<file path="src/rtl/tlbg_pkg.sv">
package tlbg_pkg;

   typedef enum logic [1:0] {
      OC_UNDEF = 2'd0,
      OC_TRAP  = 2'd1,
      OC_NOP   = 2'd2,
      OC_INVAL = 2'd3
   } outcome_e;

   localparam logic RG_GUEST = 1'b0;
   localparam logic RG_HOST  = 1'b1;

   typedef struct packed {
      logic [1:0] lvl;
      logic       lvl2_active;
      logic       host_mode;
      logic       tlb_trap;
      logic       bcast_force;
      logic       feat_el3;
      logic       fg_el3_allow;
      logic       fg_inv_trap;
      logic       ext_ctl_on;
      logic       xs_force;
      logic       fg_xs_exempt;
      logic       feat_xs;
      logic       feat_fg;
      logic       feat_ext_ctl;
      logic       feat_realm;
      logic       sec_ok;
   } ctl_t;

   typedef struct packed {
      outcome_e kind;
      logic     regime;
      logic     vmid_use;
      logic     scope;
      logic     xs_skip;
   } dec_t;

endpackage

</file>
<file path="src/rtl/tlbg_decode.sv">
module tlbg_decode #(
   parameter int GRP_W  = 2,
   parameter int OPC1_W = 3,
   parameter int MAJ_W  = 4,
   parameter int MIN_W  = 4,
   parameter int OPC2_W = 3,
   parameter logic [GRP_W-1:0]  GRP_CODE  = 2'b01,
   parameter logic [OPC1_W-1:0] OPC1_CODE = 3'b000,
   parameter logic [MAJ_W-1:0]  MAJ_BASE  = 4'b1000,
   parameter logic [MIN_W-1:0]  MIN_CODE  = 4'b0111,
   parameter logic [OPC2_W-1:0] OPC2_CODE = 3'b000
) (
   input  logic [GRP_W-1:0]  enc_grp,
   input  logic [OPC1_W-1:0] enc_opc1,
   input  logic [MAJ_W-1:0]  enc_major,
   input  logic [MIN_W-1:0]  enc_minor,
   input  logic [OPC2_W-1:0] enc_opc2,
   output logic              hit,
   output logic              xs_var
);
   // variant 0 = plain form, variant 1 = XS-excluding form (major + 1)
   localparam int NVAR = 2;

   logic            common;
   logic [NVAR-1:0] var_hit;

   assign common = (enc_grp == GRP_CODE) && (enc_opc1 == OPC1_CODE) &&
                   (enc_minor == MIN_CODE) && (enc_opc2 == OPC2_CODE);

   for (genvar v = 0; v < NVAR; v++) begin : g_var
      localparam logic [MAJ_W-1:0] VCODE = MAJ_BASE + MAJ_W'(v);
      assign var_hit[v] = common && (enc_major == VCODE);
   end

   assign hit    = |var_hit;
   assign xs_var = var_hit[1];
endmodule

</file>
<file path="src/rtl/tlbg_prio.sv">
module tlbg_prio
   import tlbg_pkg::*;
(
   input  logic xs_var,
   input  ctl_t c,
   output dec_t d
);
   logic fg_reach;
   logic xs_forced;

   always_comb begin
      fg_reach = c.feat_fg && (!c.feat_el3 || c.fg_el3_allow) && c.fg_inv_trap;
      if (xs_var) begin
         fg_reach = fg_reach && c.feat_ext_ctl && !(c.ext_ctl_on && c.fg_xs_exempt);
      end
      xs_forced = c.feat_xs && c.feat_ext_ctl && c.ext_ctl_on && c.xs_force;
   end

   always_comb begin
      d      = '0;
      d.kind = OC_UNDEF;
      if (xs_var && !c.feat_xs) begin
         d.kind = OC_UNDEF;
      end else begin
         unique case (c.lvl)
            2'd0: d.kind = OC_UNDEF;
            2'd1: begin
               if (c.lvl2_active && c.tlb_trap) begin
                  d.kind = OC_TRAP;
               end else if (c.lvl2_active && fg_reach) begin
                  d.kind = OC_TRAP;
               end else begin
                  d.kind     = OC_INVAL;
                  d.regime   = RG_GUEST;
                  d.vmid_use = 1'b1;
                  d.scope    = c.lvl2_active && c.bcast_force;
                  d.xs_skip  = xs_var || xs_forced;
               end
            end
            default: begin
               if (c.lvl == 2'd3 && c.feat_realm && !c.sec_ok) begin
                  d.kind = OC_NOP;
               end else begin
                  d.kind     = OC_INVAL;
                  d.regime   = c.host_mode ? RG_HOST : RG_GUEST;
                  d.vmid_use = !c.host_mode;
                  d.scope    = 1'b0;
                  d.xs_skip  = xs_var;
               end
            end
         endcase
      end
   end
endmodule

</file>
<file path="src/rtl/tlbg_oreg.sv">
module tlbg_oreg
   import tlbg_pkg::*;
#(
   parameter int              EC_W        = 6,
   parameter logic [EC_W-1:0] TRAP_EC     = 6'h18,
   parameter bit              STORE_FLAGS = 1'b1
) (
   input  logic            clk,
   input  logic            rst_n,
   input  logic            in_valid,
   input  dec_t            in_dec,
   output logic            res_valid,
   output logic            res_undef,
   output logic            res_trap,
   output logic            res_nop,
   output logic            res_inval,
   output logic [EC_W-1:0] res_ec,
   output logic            res_regime,
   output logic            res_vmid_use,
   output logic            res_scope,
   output logic            res_xs_skip
);
   logic valid_q;
   logic regime_q, vmid_q, scope_q, xs_q;

   always_ff @(posedge clk) begin
      if (!rst_n) begin
         valid_q  <= 1'b0;
         regime_q <= 1'b0;
         vmid_q   <= 1'b0;
         scope_q  <= 1'b0;
         xs_q     <= 1'b0;
      end else begin
         valid_q  <= in_valid;
         regime_q <= in_valid && in_dec.regime;
         vmid_q   <= in_valid && in_dec.vmid_use;
         scope_q  <= in_valid && in_dec.scope;
         xs_q     <= in_valid && in_dec.xs_skip;
      end
   end

   if (STORE_FLAGS) begin : g_flags
      logic [3:0] flag_q;
      always_ff @(posedge clk) begin
         if (!rst_n) begin
            flag_q <= '0;
         end else begin
            flag_q <= {in_valid && in_dec.kind == OC_INVAL,
                       in_valid && in_dec.kind == OC_NOP,
                       in_valid && in_dec.kind == OC_TRAP,
                       in_valid && in_dec.kind == OC_UNDEF};
         end
      end
      assign res_undef = flag_q[0];
      assign res_trap  = flag_q[1];
      assign res_nop   = flag_q[2];
      assign res_inval = flag_q[3];
   end else begin : g_kind
      outcome_e kind_q;
      always_ff @(posedge clk) begin
         if (!rst_n) kind_q <= OC_UNDEF;
         else        kind_q <= in_dec.kind;
      end
      assign res_undef = valid_q && kind_q == OC_UNDEF;
      assign res_trap  = valid_q && kind_q == OC_TRAP;
      assign res_nop   = valid_q && kind_q == OC_NOP;
      assign res_inval = valid_q && kind_q == OC_INVAL;
   end

   assign res_valid    = valid_q;
   assign res_ec       = res_trap ? TRAP_EC : '0;
   assign res_regime   = regime_q;
   assign res_vmid_use = vmid_q;
   assign res_scope    = scope_q;
   assign res_xs_skip  = xs_q;
endmodule

</file>
<file path="src/rtl/tlb_inval_gate.sv">
module tlb_inval_gate
   import tlbg_pkg::*;
#(
   parameter int              GRP_W       = 2,
   parameter int              OPC1_W      = 3,
   parameter int              MAJ_W       = 4,
   parameter int              MIN_W       = 4,
   parameter int              OPC2_W      = 3,
   parameter int              EC_W        = 6,
   parameter logic [EC_W-1:0] TRAP_EC     = 6'h18,
   parameter bit              STORE_FLAGS = 1'b1
) (
   input  logic              clk,
   input  logic              rst_n,
   input  logic              req_valid,
   input  logic [GRP_W-1:0]  enc_grp,
   input  logic [OPC1_W-1:0] enc_opc1,
   input  logic [MAJ_W-1:0]  enc_major,
   input  logic [MIN_W-1:0]  enc_minor,
   input  logic [OPC2_W-1:0] enc_opc2,
   input  logic [1:0]        cur_lvl,
   input  logic              lvl2_active,
   input  logic              host_mode,
   input  logic              tlb_trap,
   input  logic              bcast_force,
   input  logic              feat_el3,
   input  logic              fg_el3_allow,
   input  logic              fg_inv_trap,
   input  logic              ext_ctl_on,
   input  logic              xs_force,
   input  logic              fg_xs_exempt,
   input  logic              feat_xs,
   input  logic              feat_fg,
   input  logic              feat_ext_ctl,
   input  logic              feat_realm,
   input  logic              sec_ok,
   output logic              res_valid,
   output logic              res_undef,
   output logic              res_trap,
   output logic              res_nop,
   output logic              res_inval,
   output logic [EC_W-1:0]   res_ec,
   output logic              res_regime,
   output logic              res_vmid_use,
   output logic              res_scope,
   output logic              res_xs_skip
);
   localparam int MIN_EC_W = 5;

   if (EC_W < MIN_EC_W) begin : g_bad_ec
      $error("tlb_inval_gate: EC_W too narrow for trap class");
   end
   if (GRP_W != 2 || OPC1_W != 3 || OPC2_W != 3 || MAJ_W != 4 || MIN_W != 4) begin : g_bad_enc
      $error("tlb_inval_gate: encoding field widths must match the system-instruction layout");
   end

   logic hit, xs_var;
   ctl_t ctl;
   dec_t dec;

   tlbg_decode #(
      .GRP_W(GRP_W), .OPC1_W(OPC1_W), .MAJ_W(MAJ_W), .MIN_W(MIN_W), .OPC2_W(OPC2_W)
   ) u_decode (
      .enc_grp(enc_grp), .enc_opc1(enc_opc1), .enc_major(enc_major),
      .enc_minor(enc_minor), .enc_opc2(enc_opc2), .hit(hit), .xs_var(xs_var)
   );

   assign ctl = '{lvl: cur_lvl, lvl2_active: lvl2_active, host_mode: host_mode,
                  tlb_trap: tlb_trap, bcast_force: bcast_force, feat_el3: feat_el3,
                  fg_el3_allow: fg_el3_allow, fg_inv_trap: fg_inv_trap,
                  ext_ctl_on: ext_ctl_on, xs_force: xs_force, fg_xs_exempt: fg_xs_exempt,
                  feat_xs: feat_xs, feat_fg: feat_fg, feat_ext_ctl: feat_ext_ctl,
                  feat_realm: feat_realm, sec_ok: sec_ok};

   tlbg_prio u_prio (.xs_var(xs_var), .c(ctl), .d(dec));

   tlbg_oreg #(.EC_W(EC_W), .TRAP_EC(TRAP_EC), .STORE_FLAGS(STORE_FLAGS)) u_oreg (
      .clk(clk), .rst_n(rst_n), .in_valid(req_valid && hit), .in_dec(dec),
      .res_valid(res_valid), .res_undef(res_undef), .res_trap(res_trap),
      .res_nop(res_nop), .res_inval(res_inval), .res_ec(res_ec),
      .res_regime(res_regime), .res_vmid_use(res_vmid_use),
      .res_scope(res_scope), .res_xs_skip(res_xs_skip)
   );
endmodule

</file>
<file path="config.mk">
export PLATFORM = sky130hd
export DESIGN_NAME = tlb_inval_gate
export DESIGN_NICKNAME = d
export VERILOG_FILES = /design/src/rtl/tlbg_pkg.sv /design/src/rtl/tlbg_decode.sv /design/src/rtl/tlbg_prio.sv /design/src/rtl/tlbg_oreg.sv /design/src/rtl/tlb_inval_gate.sv
export SDC_FILE = /design/constraint.sdc
export NUM_CORES = 1
export LEC_CHECK = 0
export BUFFER_PORTS_ARGS = -buffer_cell sky130_fd_sc_hd__buf_2
export CAP_MARGIN = 5
export CORE_UTILIZATION = 35
export DETAILED_ROUTE_END_ITERATION = 8
export PLACE_DENSITY = 0.77
export SYNTH_ARGS = -nofsm -noshare
export SYNTH_HDL_FRONTEND = slang
export SYNTH_HIERARCHICAL = 1
export SYNTH_SLANG_ARGS = --single-unit
export TNS_END_PERCENT = 100
</file>
<file path="constraint.sdc">
create_clock -name clk -period 2.89 [get_ports clk]
set_input_delay 0.578 -clock clk [delete_from_list [all_inputs] [get_ports clk]]
set_output_delay 0.578 -clock clk [all_outputs]
set_load 0.01 [all_outputs]
</file>
# Yosys cells after proc, flatten, opt, wreduce, memory -nomap -nowiden

Index checks and enable logic that the tools add are counted.

Bits in registers: 9
Latch bits: 0
Memory bits (writable): 0
Memory bits (read-only): 0
Input port bits: 36
Output and inout bits: 15
Word-level logic and storage cells: 68
Memories kept: 0

Add/sub/neg operators: 0
Multipliers: 0
Divide/modulo/power cells: 0
Order comparisons: 0
Equal/unequal tests: 9
Shift-type cells: 0
Multiplexer cells: 13
Bitwise operators: 0
Reduce and logical (&&, ||, !) cells: 40

Operators by type and width:

| operator           | count |
|---|---|
| $logic_and 1x1->1  | 28 |
| $mux 4             | 3 |
| $eq 4x4->1 const B | 2 |
| $pmux 4 s2         | 1 |
| $eq 2x1->1 const B | 3 |
| $eq 2x2->1 const B | 3 |
| $logic_not 3->1    | 2 |
| $mux 2             | 3 |
| $logic_not 1->1    | 5 |
| $mux 5             | 1 |
| $eq 4x3->1 const B | 1 |
| $logic_not 2->1    | 2 |
| $pmux 2 s2         | 1 |
| $mux 1             | 3 |
| $mux 3             | 1 |
| $logic_or 1x1->1   | 2 |
| $reduce_or 2->1    | 1 |

# Logic depth before layout (Yosys ltp)

Gate-level depths: netlist of the first run.

Depth in word-level cells: 14
Gate-level depth with buffers: 8
Depth with buffers taken out: 8

# Cells and area by module

The synthesis of the first run kept the hierarchy.

By module, submodules not included:

| module         | instances | cells each | area each (µm²) | sequential area each (µm²) |
|---|---|---|---|---|
| tlbg_oreg      | 1         | 25         | 307.8           | 180.2 |
| tlbg_prio      | 1         | 26         | 173.9           | 0.0 |
| tlbg_decode    | 1         | 8          | 61.3            | 0.0 |
| tlb_inval_gate | 1         | 1          | 6.3             | 0.0 |

# Worst setup path after synthesis of the first run

No wires, ideal clock.

Path kind: input to register
Start point: in enc_opc2[1]
End point: reg u_oreg.g_flags.flag_q[0]
Data arrival time: 2.125 ns
Required time: 2.773 ns
Setup slack: 0.648 ns
Cell stages on the path: 6
Buffers on the path: 0
Cells stage by stage: or4_4 > nor4_2 > nand2_1 > nor4b_1 > nor3_1 > and4bb_1

RTL lines:

| what                   | line                 | source |
|---|---|---|
| start: declaration     | tlb_inval_gate.sv:20 | `input logic [OPC2_W-1:0] enc_opc2,` |
| end signal: assignment | tlbg_oreg.sv:48      | `flag_q <= {in_valid && in_dec.kind == OC_INVAL,` |
| end: declaration       | tlbg_oreg.sv:43      | `logic [3:0] flag_q;` |

==> results of run 1 <==
==> flip-flops by register name, summed over array words and instances, names as in the netlist <==
| signal | cells |
|---|---|
| u_oreg/res_regime | 1 |
| u_oreg/res_xs_skip | 1 |
| u_oreg/res_valid | 1 |
| u_oreg/res_vmid_use | 1 |
| u_oreg/res_scope | 1 |
| u_oreg/g_flags.flag_q | 4 |
==> worst paths after layout <==
kind                    start                  endpoint  slack [ns]  cells past startpoint
setup / recovery  enc_opc2[1]  u_oreg/g_flags.flag_q[0]        0.66                      7
hold / removal          rst_n          u_oreg/res_valid        0.64                      2
==> cell usage in the layout (no fill, tap or decap), drive strengths merged, types with 2 or more instances in the layout <==
cell	netlist	routed
buf	6	46
and4b	2	2
nor2	3	3
and4	2	2
nor3	2	2
clkbuf	0	4
conb	1	4
and3	4	4
dfxtp	9	9
a41oi	2	2
nand2	4	4
nor4	2	2
inv	4	4
and2	2	2
==> worst max-delay path, cell delays in order <==
cell	delay, ns
buf_2	0.09
or4_4	0.53
nor4_2	0.33
nand2_1	0.11
nor4b_1	0.18
nor3_1	0.29
and4bb_1	0.25
==> stage by stage <==
stage,std cells,setup WS [ns]
after floorplan,63,0.648
after global placement,118,0.464
after detailed placement,118,0.402
after CTS,122,0.668
after global routing,122,0.548
final,122,0.660
==> synthesized netlist by cell type, types with 2 or more instances <==
cell	count	area [um2]
and4_1	2	17.5
and4b_1	2	20.0
nor3_1	2	10.0
inv_1	3	11.3
dfxtp_1	9	180
a41oi_1	2	17.5
and3_2	4	30.0
buf_4	6	45.0
nor2_1	3	11.3
nand2_1	4	15.0
==> cell type report <==
class                      count  area (um2)  area share (%)
timing repair buffer          46         230            29.1
tap                           15        18.8            2.37
multi-input combinational     44         320            40.5
sequential                     9         180            22.8
inverter                       4        15.0            1.90
clock buffer                   4        26.3            3.32
==> power by group through the flow <==
stage / Clock [mW] / Combinational [mW] / Sequential [mW]
finish: 0.0907 / 0.0485 / 0.124
global route: 0.105 / 0.0538 / 0.124
CTS: 0.0959 / 0.0484 / 0.124
detailed placement: 0 / 0.0483 / 0.127
global placement: 0 / 0.0477 / 0.127
floorplan: 0 / 0.0243 / 0.127
==> logic make-up after synthesis <==
| group | Yosys count | share of synthesized area, % |
|---|---|---|
| flops | 9 | 32.8 |
| compound gates | 7 | 10.9 |
| other cells | 1 | 0.683 |
| simple gates | 33 | 44.6 |
| buf+inv | 10 | 10.9 |
==> layer usage <==
layer	track usage [%]	part of all wire, %	vias up
met5	0	0	-
met4	13.5	1.7	0
met3	0.870	9.4	2
met2	20.6	47	34
met1	15.4	42	240
li1	-	-	306
==> impl_results.md, run 1 <==
* I/O Pins at 51
* Mapped cell area at 549 um2
* Clk slew on worst S/H paths at 0.06 ns
* Slew Limit Fails at 0
* Static leakage at 0.445 nW
* RD Place Congestion at 0.735
* Gr usage total at 13.2%
* Pin count of the biggest net entering global routing at 10
* Async SR Flop Fraction at 0%
* Avg Inst Size Synth at 9.15 um2
* CTS root buf: clkbuf_4
* DIE WIDTH at 41.6 um
* Hold slack final at 0.636 ns
* Fmax at 0.448 GHz
* H-tree lvl count at 1
* Total power per unit cell area at 333 mW/mm2
* Final Critical Period at 2.23 ns
* Filler cells at 137
* Final setup viols at 0
* Reg power frac at 47.1%
* Post-Syn Instances at 60
* Total Power at 0.263 mW
* DRC viols at 0
* Setup Buffers After CTS at 0
* N_diodes at 0
* Chip height at 41.6 um
* Vias in the first global route at 514
* DP Wirelength at 981 um
* Final wirelength at 1110 um
* Critical Path RT at 3.03 ns
* Drt initial violations at 6
* Final period util at 77.2%
* Setup crit end kind: register
* Combinational share of power at 18.4%
* Yosys cell types at 33
* Clock power share at 34.5%
* Post-CTS sizing at 0
* Final antenna-violating net count at 0
* Seq/Total Area, Yosys at 32.8%
* Max-cap violations at 0
* Initial antenna violation count at 0
* Average wire per standard cell at 9.07 um
* Finished Cell Area at 791 um2
* Status: finished, final reports clean
* Arr. time, crit path at 2.37 ns
* Total vias in the final route at 582
* EDFF count, synth at 0
* Sw Ratio at 22.3%
* Die Footprint at 0.00173 mm2
* CTS Buf Count at 3
* Clk sinks at 9
* Setup TNS Final at 0 ns
* Type of the worst setup path: in2reg
* VDD IR-drop max at 0.000105 V
* Post-DP Area at 764 um2
* Rows at 13
* Layout overhead on the synthesized area at 44.0%
* Initial Util at 39.7%
* Unrepaired setup endpoints after global routing: false
* # port buffers at 46
* Top FF cell, synth: dfxtp_1
* CTS Hold Bufs at 0
* CP max FO at 4
* CTS tree: done
* Internal Power at 0.205 mW
* TritonRoute pass-1 iters at 4
* Max clock buf depth at 2
* Final #Nets at 144
* Drt via density at 4.77
* Sw power at 0.0588 mW
* Startpoint types: input pin
* Synth warnings at 6
* Layout cell share with drive strength beyond 1 at 57.9%
* Layout Utilization at 57.2%
* First-pass GRT wire length at 1800 um
* Post-synthesis register bit count at 9
* Final Hold Fails at 0
* Overflow after GRT at 0
* Hold WC Path Type: in2reg
* Area of the core at 0.00138 mm2
Note: power is estimated with default switching activity, not from simulation.
==> run 2: changes to the inputs <==
==> constraint.sdc (replaced) <==
create_clock -name clk -period 2.1 [get_ports clk]
set_input_delay 0.42 -clock clk [delete_from_list [all_inputs] [get_ports clk]]
set_output_delay 0.42 -clock clk [all_outputs]
set_load 0.01 [all_outputs]
==> impl_results.md, run 2 (synthesis gave the netlist of run 1 again) <==
* Type of the worst setup path: in2reg
* Setup Buffers After CTS at 0 (unchanged)
* Pin count of the biggest net entering global routing at 10 (unchanged)
* DIE WIDTH at 41.6 um (unchanged)
* Initial Util at 39.7% (unchanged)
* CTS tree: done
* Slew Limit Fails at 0 (unchanged)
* H-tree lvl count at 1 (unchanged)
* Average wire per standard cell at 10.1 um (+11%)
* Initial antenna violation count at 0 (unchanged)
* Final setup margin at 0.138 ns (-0.523 ns)
* Drt via density at 4.87 (+2.1%)
* Setup TNS Final at 0 ns (unchanged)
* DRC viols at 0 (unchanged)
* Max clock buf depth at 2 (unchanged)
* RD Place Congestion at 0.734 (-0.11%)
* Final Hold Fails at 0 (unchanged)
* Total power per unit cell area at 450 mW/mm2 (+35%)
* Startpoint types: input pin
* Final setup viols at 0 (unchanged)
* Final antenna-violating net count at 0 (unchanged)
* Clk sinks at 9 (unchanged)
* Hold WC Path Type: in2reg
* Actual slew at the worst max-slew pin at 0.483 ns
* Gr usage total at 14.2% (+0.96 points)
* Area of the core at 0.00138 mm2 (unchanged)
* Rows at 13 (unchanged)
* Setup crit end kind: register
* Rel. slew slack at 67.4%
* Hold slack final at 0.473 ns (-0.163 ns)
* Static leakage at 0.459 nW (+3.3%)
* First-pass GRT wire length at 1900 um (+5.8%)
* Vias in the first global route at 525 (+2.1%)
* Status: finished, final reports clean
* Final Critical Period at 1.96 ns
* Placed Cells at 119 (+0.85%)
* Unrepaired setup endpoints after global routing: false
* CP max FO at 3 (-1)
* Final wirelength at 1240 um (+12%)
* Drt initial violations at 8 (+2)
* Post-CTS sizing at 0 (unchanged)
* Max reg flops at 4 (unchanged)
* CTS Hold Bufs at 0 (unchanged)
* # port buffers at 46 (unchanged)
* CTS Buf Count at 3 (unchanged)
* Chip height at 41.6 um (unchanged)
* Overflow after GRT at 0 (unchanged)
* Die Footprint at 0.00173 mm2 (unchanged)
* Clk slew on worst S/H paths at 0.06 ns (about the same)
* Total vias in the final route at 599 (+2.9%)
* Fmax at 0.510 GHz
* Commonest non-fill, non-tap cell in the layout: buf_2
* DP Wirelength at 1050 um (+6.7%)
* Final period util at 93.4%
* TritonRoute pass-1 iters at 3 (-1)
* Register bank with the most flops: u_oreg/g_flags.flag_q
* Layout cell share with drive strength beyond 1 at 59.3% (+1.3 points)
* I/O Pins at 51 (unchanged)
* VDD IR-drop max at 0.000175 V (+68%)
* Layout overhead on the synthesized area at 47.8%
* Post-place setup slack at -0.241 ns (-0.642 ns)
* Max-cap violations at 0 (unchanged)
* Total Power at 0.365 mW (+39%)
* Layout Cells excl Fill at 123 (+0.82%)
* Critical Path RT at 2.25 ns (-0.78 ns)
* Commonest cells after routing, fill and taps aside: 46 x buf_2, 9 x dfxtp_1, 4 x and3_2, 4 x conb_1, 4 x nand2_1
* CTS root buf: clkbuf_4
* Arr. time, crit path at 2.11 ns (-0.26 ns)
* Filler cells at 134 (-2.2%)
* Final #Nets at 145 (+0.69%)
* N_diodes at 0 (unchanged)
-- run 2: cell count changes in the layout (fill, tap and decap cells not counted) --
| cell | before | now |
|---|---|---|
| nor3_1 | 2 | 1 |
| buf_4 | 0 | 1 |
| nor3_2 | 0 | 1 |
| nor4_4 | 0 | 1 |
| nor4_2 | 1 | 0 |
-- run 2: final timing paths --
check | startpoint | to | slack, ns | cells past startpoint
setup / recovery | enc_opc2[1] | u_oreg/res_vmid_use | 0.14 | 8
hold / removal | rst_n | u_oreg/res_valid | 0.47 | 2
-- run 2: critical path, cell delays in order --
cell and delay (ns):
buf_2 0.09, or4_4 0.54, nor4_4 0.31, and2b_1 0.22
nor3b_2 0.08, o2bb2ai_2 0.11, a21o_1 0.15, and3_2 0.18
-- run 2: power breakdown --
group	switching, mW	leakage, nW	total, mW	internal [mW]
clock	0.0526	0.0150	0.125	0.0727
sequential	0.000000166	0.0724	0.171	0.171
combinational	0.0308	0.372	0.0692	0.0384
total	0.0834	0.459	0.365	0.282
-- run 2: final cells by class --
type | count | area [um2] | area share, %
Clock buffer | 4 | 26.3 | 3.24
Inverter | 4 | 15.0 | 1.85
Multi-Input combinational cell | 44 | 334 | 41.1
Sequential cell | 9 | 180 | 22.2
Tap cell | 15 | 18.8 | 2.31
Timing Repair Buffer | 47 | 238 | 29.3
-- run 2: routing by layer --
layer	global-route usage (%)	share of wire [%]	vias up
met5	0	0	-
met4	11.6	1.5	0
met3	1.74	8.1	2
met2	25.9	49	34
met1	14.0	42	255
li1	-	-	308
-- run 2: through the flow --
| stage | instance area [um2] | util (%) |
|---|---|---|
| final | 812 | 58.7 |
| after global routing | 812 | 58.7 |
| after CTS | 798 | 57.7 |
| after detailed placement | 772 | 55.8 |
| after global placement | 772 | 55.8 |
| after floorplan | 561 | - |
==> run 3: changes to the inputs <==
--- a/config.mk
+++ b/config.mk
@@ -10,6 +10,7 @@
 export CORE_UTILIZATION = 35
 export DETAILED_ROUTE_END_ITERATION = 8
 export PLACE_DENSITY = 0.77
+export REMOVE_ABC_BUFFERS = 1
 export SYNTH_ARGS = -nofsm -noshare
 export SYNTH_HDL_FRONTEND = slang
 export SYNTH_HIERARCHICAL = 1
==> impl_results.md, run 3 (synthesis gave the netlist of run 1 again) <==
* TritonRoute pass-1 iters at 4 (+1)
* Chip height at 41.6 um (unchanged)
* Sw power at 0.0812 mW (-2.6%)
* Slew Limit Fails at 0 (unchanged)
* Family with the most delay on the worst path: simple AND/OR/NAND/NOR gates
* Setup TNS Final at 0 ns (unchanged)
* CTS Buf Count at 3 (unchanged)
* Commonest cells after routing, fill and taps aside: 46 x buf_2, 9 x dfxtp_1, 4 x and3_2, 4 x conb_1, 4 x nand2_1
* Worst-path cell chain: buf_2, or4_4, nor4_4, nand2_1, nor4b_1, nor3_2, and4bb_1
* Static leakage at 0.465 nW (+1.2%)
* Overflow after GRT at 0 (unchanged)
* Layout cell share with drive strength beyond 1 at 59.6% (+0.37 points)
* Fmax at 0.504 GHz (-1.0%)
* Critical Path RT at 2.24 ns (about the same)
* Max-cap violations at 0 (unchanged)
* Vias in the first global route at 515 (-1.9%)
* VDD IR-drop max at 0.000153 V (-13%)
* Average wire per standard cell at 9.70 um (-3.9%)
* Total vias in the final route at 596 (-0.50%)
* Final #Nets at 146 (+0.69%)
* Final period util at 94.4% (+0.99 points)
* Total power per unit cell area at 443 mW/mm2 (-1.5%)
* Clk sinks at 9 (unchanged)
* Area of the core at 0.00138 mm2 (unchanged)
* Drt initial violations at 10 (+2)
* Layout Utilization at 59.3% (+0.54 points)
* Filler cells at 115 (-14%)
* Final setup viols at 0 (unchanged)
* CTS Hold Bufs at 0 (unchanged)
* First-pass GRT wire length at 2040 um (+7.2%)
* Max reg flops at 4 (unchanged)
* Final Hold Fails at 0 (unchanged)
* DRC viols at 0 (unchanged)
* Hold WC Path Type: in2reg
* Slowest-stage cell, CP: or4_4
* Sw Ratio at 22.4% (-0.46 points)
* Clk slew on worst S/H paths at 0.06 ns (about the same)
* Gr usage total at 14.9% (+0.68 points)
* Final Critical Period at 1.98 ns (+0.0208 ns)
* RD Place Congestion at 0.846 (+15%)
* Pin count of the biggest net entering global routing at 10 (unchanged)
* Combinational share of power at 19.0% (about the same)
* Commonest non-fill, non-tap cell in the layout: buf_2
* Final wirelength at 1200 um (-3.1%)
* Startpoint types: input pin
* Worst path max stage delay at 0.55 ns (about the same)
* N_diodes at 0 (unchanged)
* Internal Power at 0.282 mW (about the same)
* Reg power frac at 47.1% (+0.4 points)
* DIE WIDTH at 41.6 um (unchanged)
* Layout overhead on the synthesized area at 49.2%
* CTS tree: done
* Register bank with the most flops: u_oreg/g_flags.flag_q
* Arr. time, crit path at 2.13 ns (+0.02 ns)
* Drt via density at 4.81 (-1.3%)
* Initial antenna violation count at 0 (unchanged)
* Die Footprint at 0.00173 mm2 (unchanged)
* Final antenna-violating net count at 0 (unchanged)
* Critical path buffers and inverters at 1 (unchanged)
* Max clock buf depth at 2 (unchanged)
* Type of the worst setup path: in2reg
* Clock power share at 33.9% (-0.4 points)
* Initial Util at 39.7% (unchanged)
* # port buffers at 46 (unchanged)
* Rows at 13 (unchanged)
* Unrepaired setup endpoints after global routing: false
* I/O Pins at 51 (unchanged)
* CP max FO at 4 (+1)
* CTS root buf: clkbuf_4
* Setup crit end kind: register
* Setup Buffers After CTS at 0 (unchanged)
* H-tree lvl count at 1 (unchanged)
* DP Wirelength at 1080 um (+2.7%)
* Status: finished, final reports clean
-- run 3: cell types whose count changed in the layout (fill, tap and decap cells not counted), sizes merged --
| cell | change |
|---|---|
| buf | +1 |
-- run 3: area by class of cell --
class                   instances  area (um2)  area share [%]
inverters                       4        15.0            1.83
repair buffers                 48         245            29.9
clock buffers                   4        26.3            3.21
multi-input cells              44         334            40.8
flip-flops and latches          9         180            22.0
well taps                      15        18.8            2.29
-- run 3: repair_timing --
item / CTS / global route
pin swaps: 1 / 0
cloned: 0 / 0
resized for setup: 1 / 1
setup endpoints to repair: 2 / 4
-- run 3: final timing paths --
kind | cells after the start | slack [ns] | end | start
min | 2 | 0.49 | u_oreg/res_valid | rst_n
max | 7 | 0.12 | u_oreg/g_flags.flag_q[0] | enc_opc2[1]
-- run 3: per-layer routing --
metal,track usage (%),wire [um]
met5,0,0
met4,7.74,0
met3,2.61,61
met2,26.9,632
met1,16.3,509
-- run 3: power by group through the flow --
stage / logic, mW / registers [mW] / clock network, mW
after floorplan: 0.0280 / 0.174 / 0
after global placement: 0.0664 / 0.174 / 0
after detailed placement: 0.0674 / 0.174 / 0
after CTS: 0.0685 / 0.171 / 0.129
after global routing: 0.0767 / 0.171 / 0.143
final: 0.0690 / 0.171 / 0.123
-- run 3: stage by stage --
step	setup slack (ns)	power (mW)	hold slack (ns)	cells	cell area (um2)
6_report	0.117	0.363	0.492	124	820
5_1_grt	0.0248	0.390	0.496	124	820
4_1_cts	0.0205	0.368	0.487	124	815
3_5_place_dp	-0.273	0.242	0.749	120	779
3_3_place_gp	-0.183	0.241	0.734	120	779
2_1_floorplan	0.0161	0.202	0.562	57	515
